==> src/rtl/qdac_pkg.sv <==
// Shared constants and encodings for the serial DAC front end.
package qdac_pkg;
    localparam int FRAME_BITS   = 24;   // serial edges per frame
    localparam int PAYLOAD_BITS = 22;   // low bits kept; top two are don't-care
    localparam int CMD_LSB      = 19;
    localparam int ADDR_LSB     = 16;
    localparam int DATA_BITS    = 16;
    localparam int PD_MODE_LSB  = 4;    // power-down mode field in data
    localparam logic [2:0] ADDR_ALL = 3'b111;

    typedef enum logic [2:0] {
        CMD_WR_IN      = 3'd0,
        CMD_UPDATE     = 3'd1,
        CMD_WR_UPD_ALL = 3'd2,
        CMD_WR_UPD     = 3'd3,
        CMD_PWRDN      = 3'd4,
        CMD_SWRST      = 3'd5,
        CMD_REF        = 3'd6,
        CMD_NOP        = 3'd7
    } cmd_e;

    typedef enum logic [1:0] {
        PD_NORMAL = 2'd0,
        PD_1K     = 2'd1,
        PD_100K   = 2'd2,
        PD_FLOAT  = 2'd3
    } pd_mode_e;
endpackage

==> src/rtl/qdac_pin_sync.sv <==
// Multi-stage synchronizer for a vector of asynchronous pins.
// Assumes each bit is independent; alignment between bits holds because
// all bits pass the same number of stages.
module qdac_pin_sync #(
    parameter int              WIDTH   = 3,
    parameter int              STAGES  = 2,
    parameter logic [WIDTH-1:0] RST_VAL = '0
) (
    input  logic             clk,
    input  logic             rst_n,
    input  logic [WIDTH-1:0] raw,
    output logic [WIDTH-1:0] synced
);
    logic [WIDTH-1:0] stg [STAGES];

    for (genvar s = 0; s < STAGES; s++) begin : g_stage
        // Each stage re-registers the previous one.
        always_ff @(posedge clk) begin
            if (!rst_n)      stg[s] <= RST_VAL;
            else if (s == 0) stg[s] <= raw;
            else             stg[s] <= stg[(s == 0) ? 0 : s-1];
        end
    end

    assign synced = stg[STAGES-1];
endmodule

==> src/rtl/qdac_frame_rx.sv <==
// Frame receiver: detects falling edges of the synchronized serial clock
// and frame select, shifts in up to FRAME_BITS data bits and emits one
// payload word when exactly the last bit arrives inside an open frame.
// Assumes the inputs are already synchronized and at most one serial
// clock edge occurs per system clock.
module qdac_frame_rx
    import qdac_pkg::*;
#(
    localparam int CNT_W = $clog2(FRAME_BITS + 1)
) (
    input  logic                    clk,
    input  logic                    rst_n,
    input  logic                    sclk_s,
    input  logic                    sel_s,
    input  logic                    din_s,
    output logic                    word_valid,
    output logic [PAYLOAD_BITS-1:0] word,
    output logic [CNT_W-1:0]        bit_cnt
);
    logic                    sclk_q;
    logic                    sel_q;
    logic                    active;
    logic [PAYLOAD_BITS-1:0] shreg;
    logic                    sclk_fall;
    logic                    sel_fall;

    assign sclk_fall = sclk_q & ~sclk_s;
    assign sel_fall  = sel_q & ~sel_s;

    // Previous pin levels for edge detection.
    always_ff @(posedge clk) begin
        if (!rst_n) begin
            sclk_q <= 1'b0;
            sel_q  <= 1'b1;
        end else begin
            sclk_q <= sclk_s;
            sel_q  <= sel_s;
        end
    end

    // Frame state, bit counter and shift register.
    always_ff @(posedge clk) begin
        if (!rst_n) begin
            active     <= 1'b0;
            bit_cnt    <= '0;
            shreg      <= '0;
            word_valid <= 1'b0;
            word       <= '0;
        end else begin
            word_valid <= 1'b0;
            if (sel_s) begin
                active <= 1'b0;
            end else if (sel_fall) begin
                active  <= 1'b1;
                bit_cnt <= '0;
            end else if (active && sclk_fall && bit_cnt != CNT_W'(FRAME_BITS)) begin
                shreg   <= {shreg[PAYLOAD_BITS-2:0], din_s};
                bit_cnt <= bit_cnt + 1'b1;
                if (bit_cnt == CNT_W'(FRAME_BITS - 1)) begin
                    word_valid <= 1'b1;
                    word       <= {shreg[PAYLOAD_BITS-2:0], din_s};
                end
            end
        end
    end
endmodule

==> src/rtl/qdac_chan_bank.sv <==
// Channel register bank: decodes a payload word and updates the per-channel
// input registers, converter codes and power-down modes, plus the shared
// reference flag. Assumes NUM_CH <= 4 (mask field is data bits 3:0).
module qdac_chan_bank
    import qdac_pkg::*;
#(
    parameter int NUM_CH  = 4,
    parameter int CH_BITS = 16
) (
    input  logic                           clk,
    input  logic                           rst_n,
    input  logic                           word_valid,
    input  logic [PAYLOAD_BITS-1:0]        word,
    output logic [NUM_CH-1:0][CH_BITS-1:0] dac_code,
    output logic [NUM_CH-1:0][1:0]         pd_mode,
    output logic                           ref_en
);
    cmd_e                 cmd;
    logic [2:0]           addr;
    logic [DATA_BITS-1:0] data;
    logic [CH_BITS-1:0]   code_in;
    logic [1:0]           pd_req;
    logic                 clear;

    assign cmd     = cmd_e'(word[CMD_LSB +: 3]);
    assign addr    = word[ADDR_LSB +: 3];
    assign data    = word[DATA_BITS-1:0];
    assign code_in = data[DATA_BITS-1 -: CH_BITS];
    assign pd_req  = data[PD_MODE_LSB +: 2];
    assign clear   = !rst_n || (word_valid && cmd == CMD_SWRST);

    for (genvar ch = 0; ch < NUM_CH; ch++) begin : g_ch
        logic [CH_BITS-1:0] in_reg;
        logic               hit;

        assign hit = (addr == ADDR_ALL) || (addr == 3'(ch));

        // Two-stage load: staged input value and live converter code.
        always_ff @(posedge clk) begin
            if (clear) begin
                in_reg       <= '0;
                dac_code[ch] <= '0;
            end else if (word_valid) begin
                case (cmd)
                    CMD_WR_IN: begin
                        if (hit) in_reg <= code_in;
                    end
                    CMD_UPDATE: begin
                        if (hit) dac_code[ch] <= in_reg;
                    end
                    CMD_WR_UPD_ALL: begin
                        if (hit) begin
                            in_reg       <= code_in;
                            dac_code[ch] <= code_in;
                        end else begin
                            dac_code[ch] <= in_reg;
                        end
                    end
                    CMD_WR_UPD: begin
                        if (hit) begin
                            in_reg       <= code_in;
                            dac_code[ch] <= code_in;
                        end
                    end
                    default: ;
                endcase
            end
        end

        // Power-down mode, changed only by a masked power-down command.
        always_ff @(posedge clk) begin
            if (clear)
                pd_mode[ch] <= PD_NORMAL;
            else if (word_valid && cmd == CMD_PWRDN && data[ch])
                pd_mode[ch] <= pd_req;
        end
    end

    // Reference enable, off after any reset.
    always_ff @(posedge clk) begin
        if (clear)
            ref_en <= 1'b0;
        else if (word_valid && cmd == CMD_REF)
            ref_en <= data[0];
    end
endmodule

==> src/rtl/qdac_serial_front.sv <==
// Top of the serial DAC front end. Synchronizes the three serial pins to
// clk, receives 24-bit frames and applies them to the channel bank.
// Assumes clk runs at least four times the serial clock rate and that
// frame select is high for at least one serial clock period between frames.
module qdac_serial_front
    import qdac_pkg::*;
#(
    parameter int NUM_CH      = 4,
    parameter int CH_BITS     = 16,
    parameter int SYNC_STAGES = 2
) (
    input  logic                           clk,
    input  logic                           rst_n,
    input  logic                           ser_clk,
    input  logic                           ser_sel_n,
    input  logic                           ser_din,
    output logic [NUM_CH-1:0][CH_BITS-1:0] dac_code,
    output logic [NUM_CH-1:0][1:0]         pd_mode,
    output logic                           ref_en
);
    localparam int CNT_W = $clog2(FRAME_BITS + 1);

    logic [2:0]              pins_s;
    logic                    frm_valid;
    logic [PAYLOAD_BITS-1:0] frm_word;
    logic [CNT_W-1:0]        bit_cnt;
    logic                    sel_lvl;

    assign sel_lvl = pins_s[1];

    qdac_pin_sync #(
        .WIDTH   (3),
        .STAGES  (SYNC_STAGES),
        .RST_VAL (3'b010)
    ) u_sync (
        .clk    (clk),
        .rst_n  (rst_n),
        .raw    ({ser_din, ser_sel_n, ser_clk}),
        .synced (pins_s)
    );

    qdac_frame_rx u_rx (
        .clk        (clk),
        .rst_n      (rst_n),
        .sclk_s     (pins_s[0]),
        .sel_s      (pins_s[1]),
        .din_s      (pins_s[2]),
        .word_valid (frm_valid),
        .word       (frm_word),
        .bit_cnt    (bit_cnt)
    );

    qdac_chan_bank #(
        .NUM_CH  (NUM_CH),
        .CH_BITS (CH_BITS)
    ) u_bank (
        .clk        (clk),
        .rst_n      (rst_n),
        .word_valid (frm_valid),
        .word       (frm_word),
        .dac_code   (dac_code),
        .pd_mode    (pd_mode),
        .ref_en     (ref_en)
    );
endmodule

==> config.mk <==
export PLATFORM = sky130hd
export DESIGN_NAME = qdac_serial_front
export DESIGN_NICKNAME = d
export VERILOG_FILES = /design/src/rtl/qdac_pkg.sv /design/src/rtl/qdac_pin_sync.sv /design/src/rtl/qdac_frame_rx.sv /design/src/rtl/qdac_chan_bank.sv /design/src/rtl/qdac_serial_front.sv
export SDC_FILE = /design/constraint.sdc
export NUM_CORES = 1
export LEC_CHECK = 0
export BUFFER_PORTS_ARGS = -buffer_cell sky130_fd_sc_hd__buf_2
export CORE_MARGIN = 2
export CORE_UTILIZATION = 30
export CTS_CLUSTER_DIAMETER = 40
export CTS_CLUSTER_SIZE = 20
export DETAILED_ROUTE_END_ITERATION = 6
export PLACE_DENSITY = 0.53
export SKIP_LAST_GASP = 1
export SYNTH_ARGS = -nofsm -noshare
export SYNTH_HDL_FRONTEND = slang
export SYNTH_HIERARCHICAL = 1
export SYNTH_SLANG_ARGS = --single-unit
export TNS_END_PERCENT = 30
==> constraint.sdc <==
create_clock -name clk -period 2.5 [get_ports clk]
set_input_delay 0.25 -clock clk [delete_from_list [all_inputs] [get_ports clk]]
set_output_delay 0.25 -clock clk [all_outputs]
set_load 0.005 [all_outputs]
==> run summary <==
The final hold violation count came out at 0. After detailed routing, the average wire length per cell comes to 17.0 um. The library cell used most frequently in the layout, excluding fill and tap cells, is sky130_fd_sc_hd__dfxtp_1. Summed over all nets, the half-perimeter wirelength after detailed placement is 15700 um.

For the total I/O pin count, the log shows 78. For this run, the detailed router's first-pass iteration total came to 6. The clock arrives with 0.0135 ns of skew. The run gives 50 as the maximum number of pins on one net before global-route repair. In the layout the commonest cells are 195 x sky130_fd_sc_hd__dfxtp_1, 108 x sky130_fd_sc_hd__mux2i_1, 87 x sky130_fd_sc_hd__a21oi_1, 77 x sky130_fd_sc_hd__buf_2, 68 x sky130_fd_sc_hd__nor2_1. The post-detailed-route count of antenna-violating nets is 0, and the total of max-cap violations is 0. Static timing analysis puts the maximum clock frequency at 0.455 GHz.

The quantity of I/O buffers inserted on ports works out to 77. The area growth from synthesis to layout is 16.1%. The longest clock path from root to sink contains 2 buffers.

The die is 177 um wide. For the count of H-tree levels built during CTS, the log shows 4. For the total grt overflow, the log shows 0. The post-route netlist has 18.9% of its cells at a drive strength greater than 1. The number of nets handed over by synthesis was 996. The final total negative setup slack came out at 0 ns.

For the combinational power share, the log shows 1.5%. In the synthesized netlist the dominant register cell turns out to be sky130_fd_sc_hd__dfxtp_1. The worst hold path begins at ser_din. The tree is rooted in a sky130_fd_sc_hd__clkbuf_16. The first global-routing pass estimated 39000 um of wire. The die is 177 um tall.

Routability-driven placement finished with a final weighted congestion of 0.793. The logs give 4.50 mW for the internal power contribution and 989 for the post-synthesis instance total. For this run, asynchronously set or reset flops after synthesis account for 0%. Synthesis inferred 195 register bits. Starting utilization of the core area: 30.4%. The worst endpoint data arrival time was 2.54 ns; the clock latency on the worst-skew pair was 0.44 ns. Final hold analysis gives a worst-case slack of 0.0235 ns.

STA classifies the critical path startpoint as a flip-flop. The total clock sinks came out at 195. Wires add up to 24400 um.

Counting cells, the worst reg-to-reg path comes to 6. The tools report the total die area as 31300 um2. Of the total power, registers draw 51.8%. In this run the standard cell core region covers 29600 um2. The worst register-to-register path has a setup slack of 0.30 ns. After detailed routing, the number of remaining DRC violations is 0.

The hold-fix buffer count after cts was 1. The worst register-to-register path ends at u_bank/dac_code[15]$_SDFFE_PP0P_. For this run, the number of Yosys warnings is 6. The global-route total usage across every layer was 15.8%; the switching component of the power was 1.50 mW. After clock tree synthesis, the clock-pin slew on the worst setup and hold paths is 0.08 ns. Remaining max-slew budget at the tightest pin: 29.2%. Path type of the worst min-delay path: in -> reg. Number of endpoints failing setup at the final stage: 0. The average instance area after synthesis was 9.08 um2. The tools report the sequential cell area fraction in the yosys report as 43.5%. The number of antenna violations at the first check in global routing was 0. For the maximum vdd ir drop, the log shows 0.433 mV.

The run gives 1040 as the final net count. In this run the power density over the cells is 576 nW/um2. The switching power as a share of total power works out to 25.0%. The setup fix buffers added after clock tree synthesis is 0. The synthesized design contains 0 enable-type register cells. Setup repair after global routing left no endpoint under its margin. Yosys mapped the design onto 53 distinct sky130hd cell types.

For the pin with the worst max-slew slack, the measured transition is 1.06 ns. For the number of pins exceeding their max-slew limit in the final report, the log shows 0. The run gives 63 as the number of placement rows. The instance count along the most critical hold path came out at 2. The worst-case hold path end point was u_sync/stg[0][2]$_SDFF_PN0_. The post-cts repair resize count was 0; the maximum fanout count along the critical path was 32. The starting DRC count in detailed routing was 606; the critical path data required time was 2.84 ns.

The run gives 17 as the total clock buffers created by CTS. The flow ran to the end, and the final reports show no timing, DRC or antenna violations. After layout, the worst path uses 87.9% of the clock period. TritonCTS built the clock tree. Summing every instance area after synthesis gives 8980 um2. The clock period could shrink to 2.20 ns. Using the TritonRoute via totals, the vias-per-cell ratio works out to 5.14. The leakage power came out at 3.96 nW. The beginning of the worst register-to-register path is u_rx/word[17]$_SDFFE_PN0P_. The type of the worst setup path was reg -> reg.

The critical path endpoint category is a flip-flop. For the clock network fraction of design power, the log shows 46.7%. The via count of the first global-routing pass was 6910.

The routed layout has 7392 vias.
## logic make-up after synthesis
group / Yosys count / share of synthesized area [%]
flip-flops: 195 / 43.5
AO/OA/AOI/OAI: 308 / 22.7
adder cells (fa/ha/maj): 2 / 0.279
buffers and inverters: 136 / 7.05
AND/OR/NAND/NOR: 235 / 13.8
XOR/XNOR: 3 / 0.460
multiplexers: 110 / 12.3
## how the worst max path moves through the flow
stage                               startpoint                               endpoint  slack, ns  cells past startpoint
global route        u_rx/word[17]$_SDFFE_PN0P_       u_bank/dac_code[15]$_SDFFE_PP0P_       0.15                      6
detailed placement  u_rx/word[16]$_SDFFE_PN0P_  u_bank/g_ch[3].in_reg[3]$_SDFFE_PP0P_       0.36                      4
floorplan           u_rx/word[21]$_SDFFE_PN0P_  u_bank/g_ch[3].in_reg[5]$_SDFFE_PP0P_       0.79                      7
CTS                 u_rx/word[17]$_SDFFE_PN0P_  u_bank/g_ch[1].in_reg[7]$_SDFFE_PP0P_       0.35                      5
finish              u_rx/word[17]$_SDFFE_PN0P_       u_bank/dac_code[15]$_SDFFE_PP0P_       0.30                      6
global placement    u_rx/word[17]$_SDFFE_PN0P_       u_bank/dac_code[17]$_SDFFE_PP0P_       0.41                      5
## synth_stat cells, types with 20 or more instances
cell type / count / area (um2)
sky130_fd_sc_hd__a211oi_1: 44 / 330
sky130_fd_sc_hd__a211oi_2: 21 / 263
sky130_fd_sc_hd__a21oi_1: 87 / 435
sky130_fd_sc_hd__a31oi_1: 48 / 300
sky130_fd_sc_hd__buf_2: 20 / 100
sky130_fd_sc_hd__clkbuf_1: 62 / 233
sky130_fd_sc_hd__dfxtp_1: 195 / 3900
sky130_fd_sc_hd__inv_1: 34 / 128
sky130_fd_sc_hd__mux2i_1: 108 / 1080
sky130_fd_sc_hd__nand2_1: 64 / 240
sky130_fd_sc_hd__nor2_1: 69 / 259
sky130_fd_sc_hd__o21ai_0: 52 / 260
## per-layer routing
metal | wire length, um | part of all wire (%) | global-route usage [%] | vias to the layer above
li1 | - | - | - | 3647
met1 | 12400 | 51 | 23.1 | 3568
met2 | 10800 | 44 | 23.9 | 155
met3 | 893 | 3.7 | 2.68 | 22
met4 | 351 | 1.4 | 4.27 | 0
met5 | 0 | 0 | 0 | -
## per-stage QoR
step | utilization (%) | std cells | power, mW | cell area, um2 | setup slack, ns
2_1_floorplan | - | 989 | 3.23 | 8980 | 0.792
3_3_place_gp | 33.2 | 1403 | 3.27 | 9810 | 0.412
3_5_place_dp | 33.2 | 1403 | 3.27 | 9810 | 0.361
4_1_cts | 35.3 | 1436 | 6.08 | 10400 | 0.345
5_1_grt | 35.3 | 1436 | 6.21 | 10400 | 0.145
6_report | 35.3 | 1437 | 6.00 | 10400 | 0.303
## power groups by stage
stage	sequential [mW]	combinational, mW	clock [mW]
after floorplan	3.18	0.0503	0
after global placement	3.19	0.0877	0
after detailed placement	3.19	0.0876	0
after CTS	3.11	0.0887	2.88
after global routing	3.11	0.0958	3.00
final	3.11	0.0872	2.81
## final cells by class
type	count	area (um2)
diodes	1	2.50
clock buffers	17	425
clock inverters	15	178
fillers	3058	19100
inverters	34	128
multi-input cells	658	4470
flip-flops and latches	195	3900
well taps	390	488
repair buffers	127	826
## worst max-delay path, stage by stage, from the launching register on
cell and delay (ns):
sky130_fd_sc_hd__dfxtp_1 0.51, sky130_fd_sc_hd__buf_4 0.26, sky130_fd_sc_hd__nand3_1 0.22, sky130_fd_sc_hd__a311oi_4 0.34, sky130_fd_sc_hd__buf_4 0.35, sky130_fd_sc_hd__o21ai_0 0.17
sky130_fd_sc_hd__a31oi_1 0.23
Power figures use the tool's default switching activity.
